## src/rtl/cxu_pkg.sv

```systemverilog
package cxu_pkg;

  localparam int INSN_W = 32;
  localparam int IDX_W  = 5;

  localparam logic [6:0] OPC_JAL    = 7'b1101111;
  localparam logic [6:0] OPC_JALR   = 7'b1100111;
  localparam logic [6:0] OPC_AUIPC  = 7'b0010111;
  localparam logic [6:0] OPC_BRANCH = 7'b1100011;

  localparam logic [2:0] F3_EQ  = 3'b000;
  localparam logic [2:0] F3_NE  = 3'b001;
  localparam logic [2:0] F3_LT  = 3'b100;
  localparam logic [2:0] F3_GE  = 3'b101;
  localparam logic [2:0] F3_LTU = 3'b110;
  localparam logic [2:0] F3_GEU = 3'b111;

  typedef enum logic [2:0] {
    XK_NONE,
    XK_JAL,
    XK_JALR,
    XK_AUIPC,
    XK_BRANCH
  } xfer_kind_e;

  // Offset of a direct jump, sign-extended to 32 bits.
  function automatic logic [31:0] imm_jump(input logic [INSN_W-1:0] w);
    logic [31:0] r;
    r          = '0;
    r[19:12]   = w[19:12];
    r[11]      = w[20];
    r[10:1]    = w[30:21];
    r[31:20]   = {12{w[31]}};
    return r;
  endfunction

  // Offset of a conditional branch, sign-extended to 32 bits.
  function automatic logic [31:0] imm_branch(input logic [INSN_W-1:0] w);
    logic [31:0] r;
    r          = '0;
    r[4:1]     = w[11:8];
    r[10:5]    = w[30:25];
    r[11]      = w[7];
    r[31:12]   = {20{w[31]}};
    return r;
  endfunction

  // 12-bit immediate of an indirect jump, sign-extended.
  function automatic logic [31:0] imm_short(input logic [INSN_W-1:0] w);
    return {{20{w[31]}}, w[31:20]};
  endfunction

  // Upper immediate, already shifted into place.
  function automatic logic [31:0] imm_upper(input logic [INSN_W-1:0] w);
    return {w[31:12], 12'h000};
  endfunction

endpackage

```

## src/rtl/cxu_decode.sv

```systemverilog
module cxu_decode
  import cxu_pkg::*;
(
  input  logic [INSN_W-1:0] instr,
  output xfer_kind_e        kind,
  output logic              op_unknown,
  output logic [2:0]        f3,
  output logic [IDX_W-1:0]  rd,
  output logic [IDX_W-1:0]  rs1,
  output logic [IDX_W-1:0]  rs2,
  output logic [31:0]       imm
);

  assign f3  = instr[14:12];
  assign rd  = instr[11:7];
  assign rs1 = instr[19:15];
  assign rs2 = instr[24:20];

  always_comb begin
    kind       = XK_NONE;
    op_unknown = 1'b0;
    imm        = '0;
    unique case (instr[6:0])
      OPC_JAL: begin
        kind = XK_JAL;
        imm  = imm_jump(instr);
      end
      OPC_JALR: begin
        kind = XK_JALR;
        imm  = imm_short(instr);
      end
      OPC_AUIPC: begin
        kind = XK_AUIPC;
        imm  = imm_upper(instr);
      end
      OPC_BRANCH: begin
        kind = XK_BRANCH;
        imm  = imm_branch(instr);
      end
      default: op_unknown = 1'b1;
    endcase
  end

endmodule

```

## src/rtl/cxu_branch_cmp.sv

```systemverilog
module cxu_branch_cmp
  import cxu_pkg::*;
#(
  parameter int XLEN = 32
) (
  input  logic [XLEN-1:0] a,
  input  logic [XLEN-1:0] b,
  input  logic [2:0]      f3,
  output logic            taken,
  output logic            f3_bad
);

  logic is_eq;
  logic lt_signed;
  logic lt_unsigned;

  assign is_eq       = (a == b);
  assign lt_signed   = ($signed(a) < $signed(b));
  assign lt_unsigned = (a < b);

  always_comb begin
    taken  = 1'b0;
    f3_bad = 1'b0;
    unique case (f3)
      F3_EQ:   taken = is_eq;
      F3_NE:   taken = !is_eq;
      F3_LT:   taken = lt_signed;
      F3_GE:   taken = !lt_signed;
      F3_LTU:  taken = lt_unsigned;
      F3_GEU:  taken = !lt_unsigned;
      default: f3_bad = 1'b1;
    endcase
  end

endmodule

```

## src/rtl/cxu_target.sv

```systemverilog
module cxu_target
  import cxu_pkg::*;
#(
  parameter int XLEN = 32
) (
  input  logic [XLEN-1:0] pc,
  input  xfer_kind_e      kind,
  input  logic [31:0]     imm,
  input  logic [XLEN-1:0] base,
  input  logic            taken,
  input  logic            hold,
  output logic [XLEN-1:0] next_pc,
  output logic [XLEN-1:0] link_val
);

  localparam logic [XLEN-1:0] STEP = XLEN'(4);

  logic [XLEN-1:0] off;
  logic [XLEN-1:0] seq_pc;
  logic [XLEN-1:0] rel_pc;
  logic [XLEN-1:0] ind_pc;

  assign off    = XLEN'($signed(imm));
  assign seq_pc = pc + STEP;
  assign rel_pc = pc + off;

  always_comb begin
    ind_pc    = base + off;
    ind_pc[0] = 1'b0;
  end

  always_comb begin
    if (hold) begin
      next_pc = pc;
    end else begin
      unique case (kind)
        XK_JAL:    next_pc = rel_pc;
        XK_JALR:   next_pc = ind_pc;
        XK_AUIPC:  next_pc = seq_pc;
        XK_BRANCH: next_pc = taken ? rel_pc : seq_pc;
        default:   next_pc = pc;
      endcase
    end
  end

  assign link_val = (kind == XK_AUIPC) ? rel_pc : seq_pc;

endmodule

```

## src/rtl/cxu_out_stage.sv

```systemverilog
module cxu_out_stage #(
  parameter int XLEN    = 32,
  parameter int IDX_W   = 5,
  parameter bit REG_OUT = 1'b1
) (
  input  logic             clk,
  input  logic             rst_n,
  input  logic [XLEN-1:0]  d_next_pc,
  input  logic             d_wr_en,
  input  logic [IDX_W-1:0] d_wr_idx,
  input  logic [XLEN-1:0]  d_wr_data,
  input  logic             d_illegal,
  output logic [XLEN-1:0]  q_next_pc,
  output logic             q_wr_en,
  output logic [IDX_W-1:0] q_wr_idx,
  output logic [XLEN-1:0]  q_wr_data,
  output logic             q_illegal
);

  generate
    if (REG_OUT) begin : g_reg
      always_ff @(posedge clk or negedge rst_n) begin
        if (!rst_n) begin
          q_next_pc <= '0;
          q_wr_en   <= 1'b0;
          q_wr_idx  <= '0;
          q_wr_data <= '0;
          q_illegal <= 1'b0;
        end else begin
          q_next_pc <= d_next_pc;
          q_wr_en   <= d_wr_en;
          q_wr_idx  <= d_wr_idx;
          q_wr_data <= d_wr_data;
          q_illegal <= d_illegal;
        end
      end
    end else begin : g_pass
      assign q_next_pc = d_next_pc;
      assign q_wr_en   = d_wr_en;
      assign q_wr_idx  = d_wr_idx;
      assign q_wr_data = d_wr_data;
      assign q_illegal = d_illegal;
    end
  endgenerate

endmodule

```

## src/rtl/cxu_unit.sv

```systemverilog
module cxu_unit
  import cxu_pkg::*;
#(
  parameter int XLEN    = 32,
  parameter bit REG_OUT = 1'b1
) (
  input  logic                  clk,
  input  logic                  rst_n,
  input  logic [INSN_W-1:0]     instr,
  input  logic [XLEN-1:0]       pc,
  output logic [IDX_W-1:0]      rs1_idx,
  input  logic [XLEN-1:0]       rs1_data,
  output logic [IDX_W-1:0]      rs2_idx,
  input  logic [XLEN-1:0]       rs2_data,
  output logic [XLEN-1:0]       next_pc,
  output logic                  wr_en,
  output logic [IDX_W-1:0]      wr_idx,
  output logic [XLEN-1:0]       wr_data,
  output logic                  illegal
);

  xfer_kind_e      kind;
  logic            op_unknown;
  logic [2:0]      f3;
  logic [IDX_W-1:0] rd;
  logic [31:0]     imm;

  logic [XLEN-1:0] op_a;
  logic [XLEN-1:0] op_b;
  logic            br_taken;
  logic            br_f3_bad;

  // Combinational results, named for the checker.
  logic            c_illegal;
  logic            c_wr_en;
  logic [XLEN-1:0] c_next_pc;
  logic [XLEN-1:0] c_link;

  cxu_decode u_dec (
    .instr      (instr),
    .kind       (kind),
    .op_unknown (op_unknown),
    .f3         (f3),
    .rd         (rd),
    .rs1        (rs1_idx),
    .rs2        (rs2_idx),
    .imm        (imm)
  );

  // Index 0 is hard zero regardless of the read port.
  assign op_a = (rs1_idx == '0) ? '0 : rs1_data;
  assign op_b = (rs2_idx == '0) ? '0 : rs2_data;

  cxu_branch_cmp #(.XLEN(XLEN)) u_cmp (
    .a      (op_a),
    .b      (op_b),
    .f3     (f3),
    .taken  (br_taken),
    .f3_bad (br_f3_bad)
  );

  assign c_illegal = op_unknown || ((kind == XK_BRANCH) && br_f3_bad);

  cxu_target #(.XLEN(XLEN)) u_tgt (
    .pc       (pc),
    .kind     (kind),
    .imm      (imm),
    .base     (op_a),
    .taken    (br_taken),
    .hold     (c_illegal),
    .next_pc  (c_next_pc),
    .link_val (c_link)
  );

  assign c_wr_en = ((kind == XK_JAL) || (kind == XK_JALR) || (kind == XK_AUIPC))
                   && (rd != '0);

  cxu_out_stage #(.XLEN(XLEN), .IDX_W(IDX_W), .REG_OUT(REG_OUT)) u_out (
    .clk       (clk),
    .rst_n     (rst_n),
    .d_next_pc (c_next_pc),
    .d_wr_en   (c_wr_en),
    .d_wr_idx  (rd),
    .d_wr_data (c_link),
    .d_illegal (c_illegal),
    .q_next_pc (next_pc),
    .q_wr_en   (wr_en),
    .q_wr_idx  (wr_idx),
    .q_wr_data (wr_data),
    .q_illegal (illegal)
  );

endmodule

```

## config.mk

```make
export PLATFORM = sky130hd
export DESIGN_NAME = cxu_unit
export DESIGN_NICKNAME = d
export VERILOG_FILES = /design/src/rtl/cxu_pkg.sv /design/src/rtl/cxu_decode.sv /design/src/rtl/cxu_branch_cmp.sv /design/src/rtl/cxu_target.sv /design/src/rtl/cxu_out_stage.sv /design/src/rtl/cxu_unit.sv
export SDC_FILE = /design/constraint.sdc
export NUM_CORES = 1
export LEC_CHECK = 0
export BUFFER_PORTS_ARGS = -buffer_cell sky130_fd_sc_hd__buf_2
export CORE_ASPECT_RATIO = 1.5
export CORE_MARGIN = 2
export CORE_UTILIZATION = 52
export DETAILED_ROUTE_END_ITERATION = 10
export PLACE_DENSITY = 0.87
export SLEW_MARGIN = 20
export SYNTH_ARGS = -nofsm -noshare
export SYNTH_HDL_FRONTEND = slang
export SYNTH_HIERARCHICAL = 1
export SYNTH_SLANG_ARGS = --single-unit
```

## constraint.sdc

```tcl
create_clock -name clk -period 1 [get_ports clk]
set_clock_uncertainty 0.1 [all_clocks]
set_input_delay 0.2 -clock clk [delete_from_list [all_inputs] [get_ports clk]]
set_output_delay 0.2 -clock clk [all_outputs]
set_load 0.005 [all_outputs]
```

==> out/results.tsv, run 1 <==
stage	metric	value	unit
status	status	did not finish	
status	lastStage	5_1_grt	
status	tool.error	[ERROR GRT-0116] Global routing finished with congestion. Check the congestion regions in the DRC Viewer.	
clocking	clock_path_buffers	2	
logic_synthesis	yosysWarnings	6	
global_route	grt_overflow_total	446	
logic_synthesis	synthCells	1223	
placed_design	portBuffers	210	
global_route	grt_usage	83.6	%
floorplanning	die_w	114	um
floorplanning	io_pins	211	
logic_synthesis	synth_edf_count	0	
clocking	cts_root_buf	clkbuf_16	
logic_synthesis	synth_seq_area_share	18.9	%
clocking	clock_sinks	71	
placed_design	place.gp.congestion	1.04	
logic_synthesis	synth_ff_type	dfrtp_1	
logic_synthesis	synth.avg_cell_area	7.68	sq um
logic_synthesis	syn_nets	1449	
floorplanning	rows	60	
clocking	htreeDepth	3	
logic_synthesis	synth_cell_types	87	
placed_design	dp_hpwl	35.6	mm
clocking	cts_made_buffers	9	
global_route	grt_pass1_vias	18500	
placed_design	place_area	14200	sq um
logic_synthesis	synth_area	9400	sq um
global_route	grt_max_degree	33	
logic_synthesis	async_flop_share	100	%
floorplanning	dieHeight	169	um
global_route	grt_pass1_wl	123	mm
floorplanning	initial_core_util	52.8	%
logic_synthesis	yosys_register_bits	71	
## logic make-up after synthesis
group / synth area share, %
AO/OA/AOI/OAI: 30.1
flip-flops: 18.9
AND/OR/NAND/NOR: 23.3
XOR/XNOR: 6.62
adder cells (fa/ha/maj): 12.9
buffers and inverters: 6.64
multiplexers: 1.50
## stage by stage
| stage | std cells | TNS [ns] | setup WS, ns | hold WS (ns) |
|---|---|---|---|---|
| after CTS | 2089 | -150.90 | -2.67 | 0.0739 |
| after detailed placement | 2024 | -168.26 | -3.10 | 0.0292 |
| after global placement | 2024 | -156.87 | -2.88 | 0.0239 |
| after floorplan | 1223 | -132.64 | -2.67 | -0.196 |
## metal layers
metal,overflow,GRT usage [%]
met4,108,85.7
met1,15,80.0
met3,8,67.4
met2,313,103
met5,2,38.1
## timing repair
item	4_1_cts
setup endpoints to repair	137
cloned	2
endpoints found under the hold margin	76
resized for setup	236
hold buffers	6
pin swaps	119
buffers inserted	47
## cell usage after synthesis, drive strengths merged (4+ instances only)
library cell | n | share of area, %
o21bai | 7 | 0.56
a31oi | 11 | 0.73
o21a | 9 | 0.72
ha | 94 | 13
buf | 38 | 3.0
o22ai | 9 | 0.60
and2 | 20 | 1.3
nor2 | 92 | 3.7
clkbuf | 41 | 1.6
a221oi | 9 | 0.97
nand4 | 22 | 1.5
a22oi | 4 | 0.32
or2 | 4 | 0.27
inv | 50 | 2.0
dfrtp | 71 | 19
and3 | 30 | 2.1
o31ai | 7 | 0.56
or3 | 14 | 0.93
a21oi | 95 | 5.1
a211oi | 20 | 1.8
o211ai | 8 | 0.64
and4 | 11 | 1.1
nand3b | 4 | 0.32
a2111oi | 5 | 0.67
o2bb2ai | 4 | 0.37
nand3 | 59 | 3.1
a21o | 42 | 3.4
nand2 | 115 | 4.6
xor2 | 28 | 2.6
mux2i | 13 | 1.4
nor2b | 12 | 0.80
a31o | 8 | 0.75
a21boi | 67 | 5.6
nor3 | 20 | 1.1
nand2b | 9 | 0.60
a41oi | 5 | 0.55
nor4 | 4 | 0.59
xnor2 | 43 | 4.0
o21ai | 69 | 3.7
==> run 2, diff against run 1 <==
--- a/config.mk
+++ b/config.mk
@@ -6,11 +6,10 @@
 export NUM_CORES = 1
 export LEC_CHECK = 0
 export BUFFER_PORTS_ARGS = -buffer_cell sky130_fd_sc_hd__buf_2
-export CORE_ASPECT_RATIO = 1.5
 export CORE_MARGIN = 2
-export CORE_UTILIZATION = 52
+export CORE_UTILIZATION = 37
 export DETAILED_ROUTE_END_ITERATION = 10
-export PLACE_DENSITY = 0.87
+export PLACE_DENSITY_LB_ADDON = 0.15
 export SLEW_MARGIN = 20
 export SYNTH_ARGS = -nofsm -noshare
 export SYNTH_HDL_FRONTEND = slang
==> run 2 against run 1 <==
The flow now finishes, with violations (negative setup slack). Synthesized cell count unchanged. Synthesized area unchanged.
==> out/results.tsv, run 2 <==
stage	metric	value	unit
drt	avgRoutedWirePerCell	19.2	um
placed_design	place.gp.congestion	0.967	
floorplanning	dieArea	26700	sq um
sta	rsz0062_at_grt	true	
status	violations	negative setup slack	
sta	tns	-148.13	ns
drt	dr.first_iter.drc_count	927	
clocking	clock_path_buffers	2	
critical_path	path_common_cell	buf_6	
critical_path	setup.worst_path.start	instr[18]	
drt	routed_wl	43.2	mm
final_layout	fillers	1934	
global_route	grt_antenna_before_repair	0	
drt	drc	0	
logic_synthesis	synth_seq_area_share	18.9	%
floorplanning	die_w	163	um
clocking	clk_pin_slew	0.06	ns
clocking	clock_sinks	71	
sta	final.period_utilization	365	%
sta	max_slew.worst_pin.slew	0.589	ns
pwr	vdd_drop_max	0.872	mV
worst_hold_path	min_to	u_out/q_next_pc[15]	
logic_synthesis	synth_ff_type	dfrtp_1	
sta	hold_violations	0	
critical_path	cp_cell_sequence	buf_6 -> nor4_4 -> buf_6 -> buf_6 -> a21boi_2 -> ha_1 -> a21oi_2 -> o21ai_2 -> a221oi_4 -> o22ai_2 -> or4_4 -> a31o_4 -> nand3b_1 -> and2_4 -> buf_12 -> or3_4 -> o221ai_2 -> a22o_1	
sta	max_clock_freq	274	MHz
global_route	grt_pass1_wl	63.6	mm
status	status	finished, violations left	
run	maxCapViolCount	0	
placed_design	dp_worst_setup_slack	-3.08	ns
final_layout	reg.largest.list	u_out/q_next_pc x32, u_out/q_wr_data x32, u_out/q_wr_idx x5	
logic_synthesis	synth_area	9400	sq um
floorplanning	io_pins	211	
logic_synthesis	synthCells	1223	
sta	setup_viol	137	
final_layout	final_layout_size_suffix_gt1_share	56.5	%
critical_path	path_max_fanout	6	
global_route	grt_usage	30.7	%
critical_path	cp-start-kind	input port	
global_route	grt_pass1_vias	11900	
floorplanning	dieHeight	163	um
pwr	p_leak	8.56	nW
critical_path	cp-end-kind	flip-flop	
sta	relSlewSlack	60.5	%
drt	ant_nets	0	
logic_synthesis	synthTopCellsByArea	dfrtp_1 (19%), ha_1 (13%), a21oi_1 (5.0%)	
sta	slew_viol_final	0	
critical_path	critical_path_class	in2reg	
logic_synthesis	synth.avg_cell_area	7.68	sq um
worst_hold_path	hold_path.startpoint	pc[15]	
sta	finalWorstPathRequiredPeriod	3.65	ns
drt	routed_via_density	5.51	
global_route	grt_overflow_total	0	
floorplanning	core_region_area	25000	sq um
logic_synthesis	netlist.top_cell.by_area	dfrtp_1	
final_layout	final_common_cell	buf_4	
sta	setup_slack	-2.65	ns
final_layout	area_growth_syn_to_layout	87.4	%
clocking	cts_made_buffers	9	
logic_synthesis	async_flop_share	100	%
final_layout	n_antenna_cell	0	
logic_synthesis	yosysWarnings	6	
pwr	power_density	637	nW/um^2
logic_synthesis	synthTopCellsByCount	nand2_1 (114), a21oi_1 (94), ha_1 (94), nor2_1 (92), dfrtp_1 (71)	
critical_path	cp_slowest_cell	or4_4	
logic_synthesis	netlist.area_leader.share	18.9	%
logic_synthesis	yosys_register_bits	71	
clocking	cts_tree	built	
clocking	cts_root_buf	clkbuf_16	
worst_hold_path	min_path_type	in2reg	
clocking	htreeDepth	3	
critical_path	crit_path_max_incr_delay	0.43	ns
logic_synthesis	syn_nets	1449	
logic_synthesis	synth_edf_count	0	
worst_hold_path	holdPathStages	3	
floorplanning	rows	58	
drt	vias	12400	
placed_design	portBuffers	210	
final_layout	final_cell_mix	buf_4 (452), buf_2 (203), nand2_1 (99)	
final_layout	final_nets	2145	
global_route	grt_max_degree	28	
floorplanning	initial_core_util	37.5	%
logic_synthesis	synth_cell_types	87	
logic_synthesis	synth_most_common_cell	nand2_1	
critical_path	cp.buffers_inverters	4	
critical_path	cp_top_family	simple AND/OR/NAND/NOR gates	
critical_path	required	1.18	ns
placed_design	dp_hpwl	32.6	mm
critical_path	critPathArrivalTime	3.83	ns
drt	dr.pass1.iters	8	
==> run 2: cell counts after synthesis <==
Identical to the previous run, type by type.
==> run 2: metrics by stage <==
stage	util (%)	area (sq um)	total power, mW	hold WS, ns	cells
after detailed placement	58.3	14600	6.79	0.0599	2167
after global routing	70.3	17600	11.8	0.0964	2254
after floorplan	-	9970	4.78	-0.196	1223
final	70.3	17600	11.2	0.0604	2254
after CTS	67.0	16800	10.9	0.0604	2239
after global placement	58.3	14600	6.75	0.0578	2167
==> run 2: power by group <==
part	total, mW	internal (mW)	switching [mW]
combinational	4.52	2.32	2.20
sequential	3.07	3.02	0.0426
clock	3.63	2.22	1.41
total	11.2	7.56	3.66
==> run 2: layout make-up <==
type                    instances  area (sq um)  area share (%)
clock buffers                   9           225            1.28
clock inverters                 7           103           0.583
inverters                      51           191            1.09
repair buffers                763          5860            33.3
well taps                     330           413            2.34
flip-flops and latches         71          1780            10.1
multi-input cells            1023          9040            51.3
==> run 2: routing by layer <==
| metal | up-vias | share of wire (%) | track usage, % |
|---|---|---|---|
| met5 | - | 0 | 0 |
| met2 | 530 | 46 | 50.3 |
| met1 | 5907 | 43 | 42.0 |
| met4 | 0 | 3.7 | 10.6 |
| met3 | 94 | 6.8 | 3.20 |
| li1 | 5898 | - | - |
==> run 2: logic make-up after synthesis <==
group	after synthesis	share of synthesized area (%)
AO/OA/AOI/OAI	411	30.1
XOR/XNOR	71	6.62
adder cells (fa/ha/maj)	96	12.9
buffers and inverters	130	6.64
flip-flops	71	18.9
multiplexers	14	1.50
AND/OR/NAND/NOR	430	23.3
==> run 2: how the worst max path moves through the flow <==
| stage | end | slack, ns | cells past startpoint |
|---|---|---|---|
| 2_1_floorplan | u_out/q_next_pc[12] | -2.67 | 17 |
| 3_3_place_gp | u_out/q_next_pc[20] | -3.03 | 18 |
| 3_5_place_dp | u_out/q_next_pc[20] | -3.08 | 19 |
| 4_1_cts | u_out/q_next_pc[12] | -2.55 | 19 |
| 5_1_grt | u_out/q_next_pc[12] | -2.74 | 17 |
| 6_report | u_out/q_next_pc[12] | -2.65 | 18 |
==> run 2: what timing repair did <==
item,4_1_cts,5_1_grt
hold buffers,6,0
buffers inserted,53,21
setup endpoints to repair,137,137
hold endpoints to repair,10,0
cloned,5,4
resized for setup,278,145
pin swaps,124,110
(Power assumes the default switching activity.)
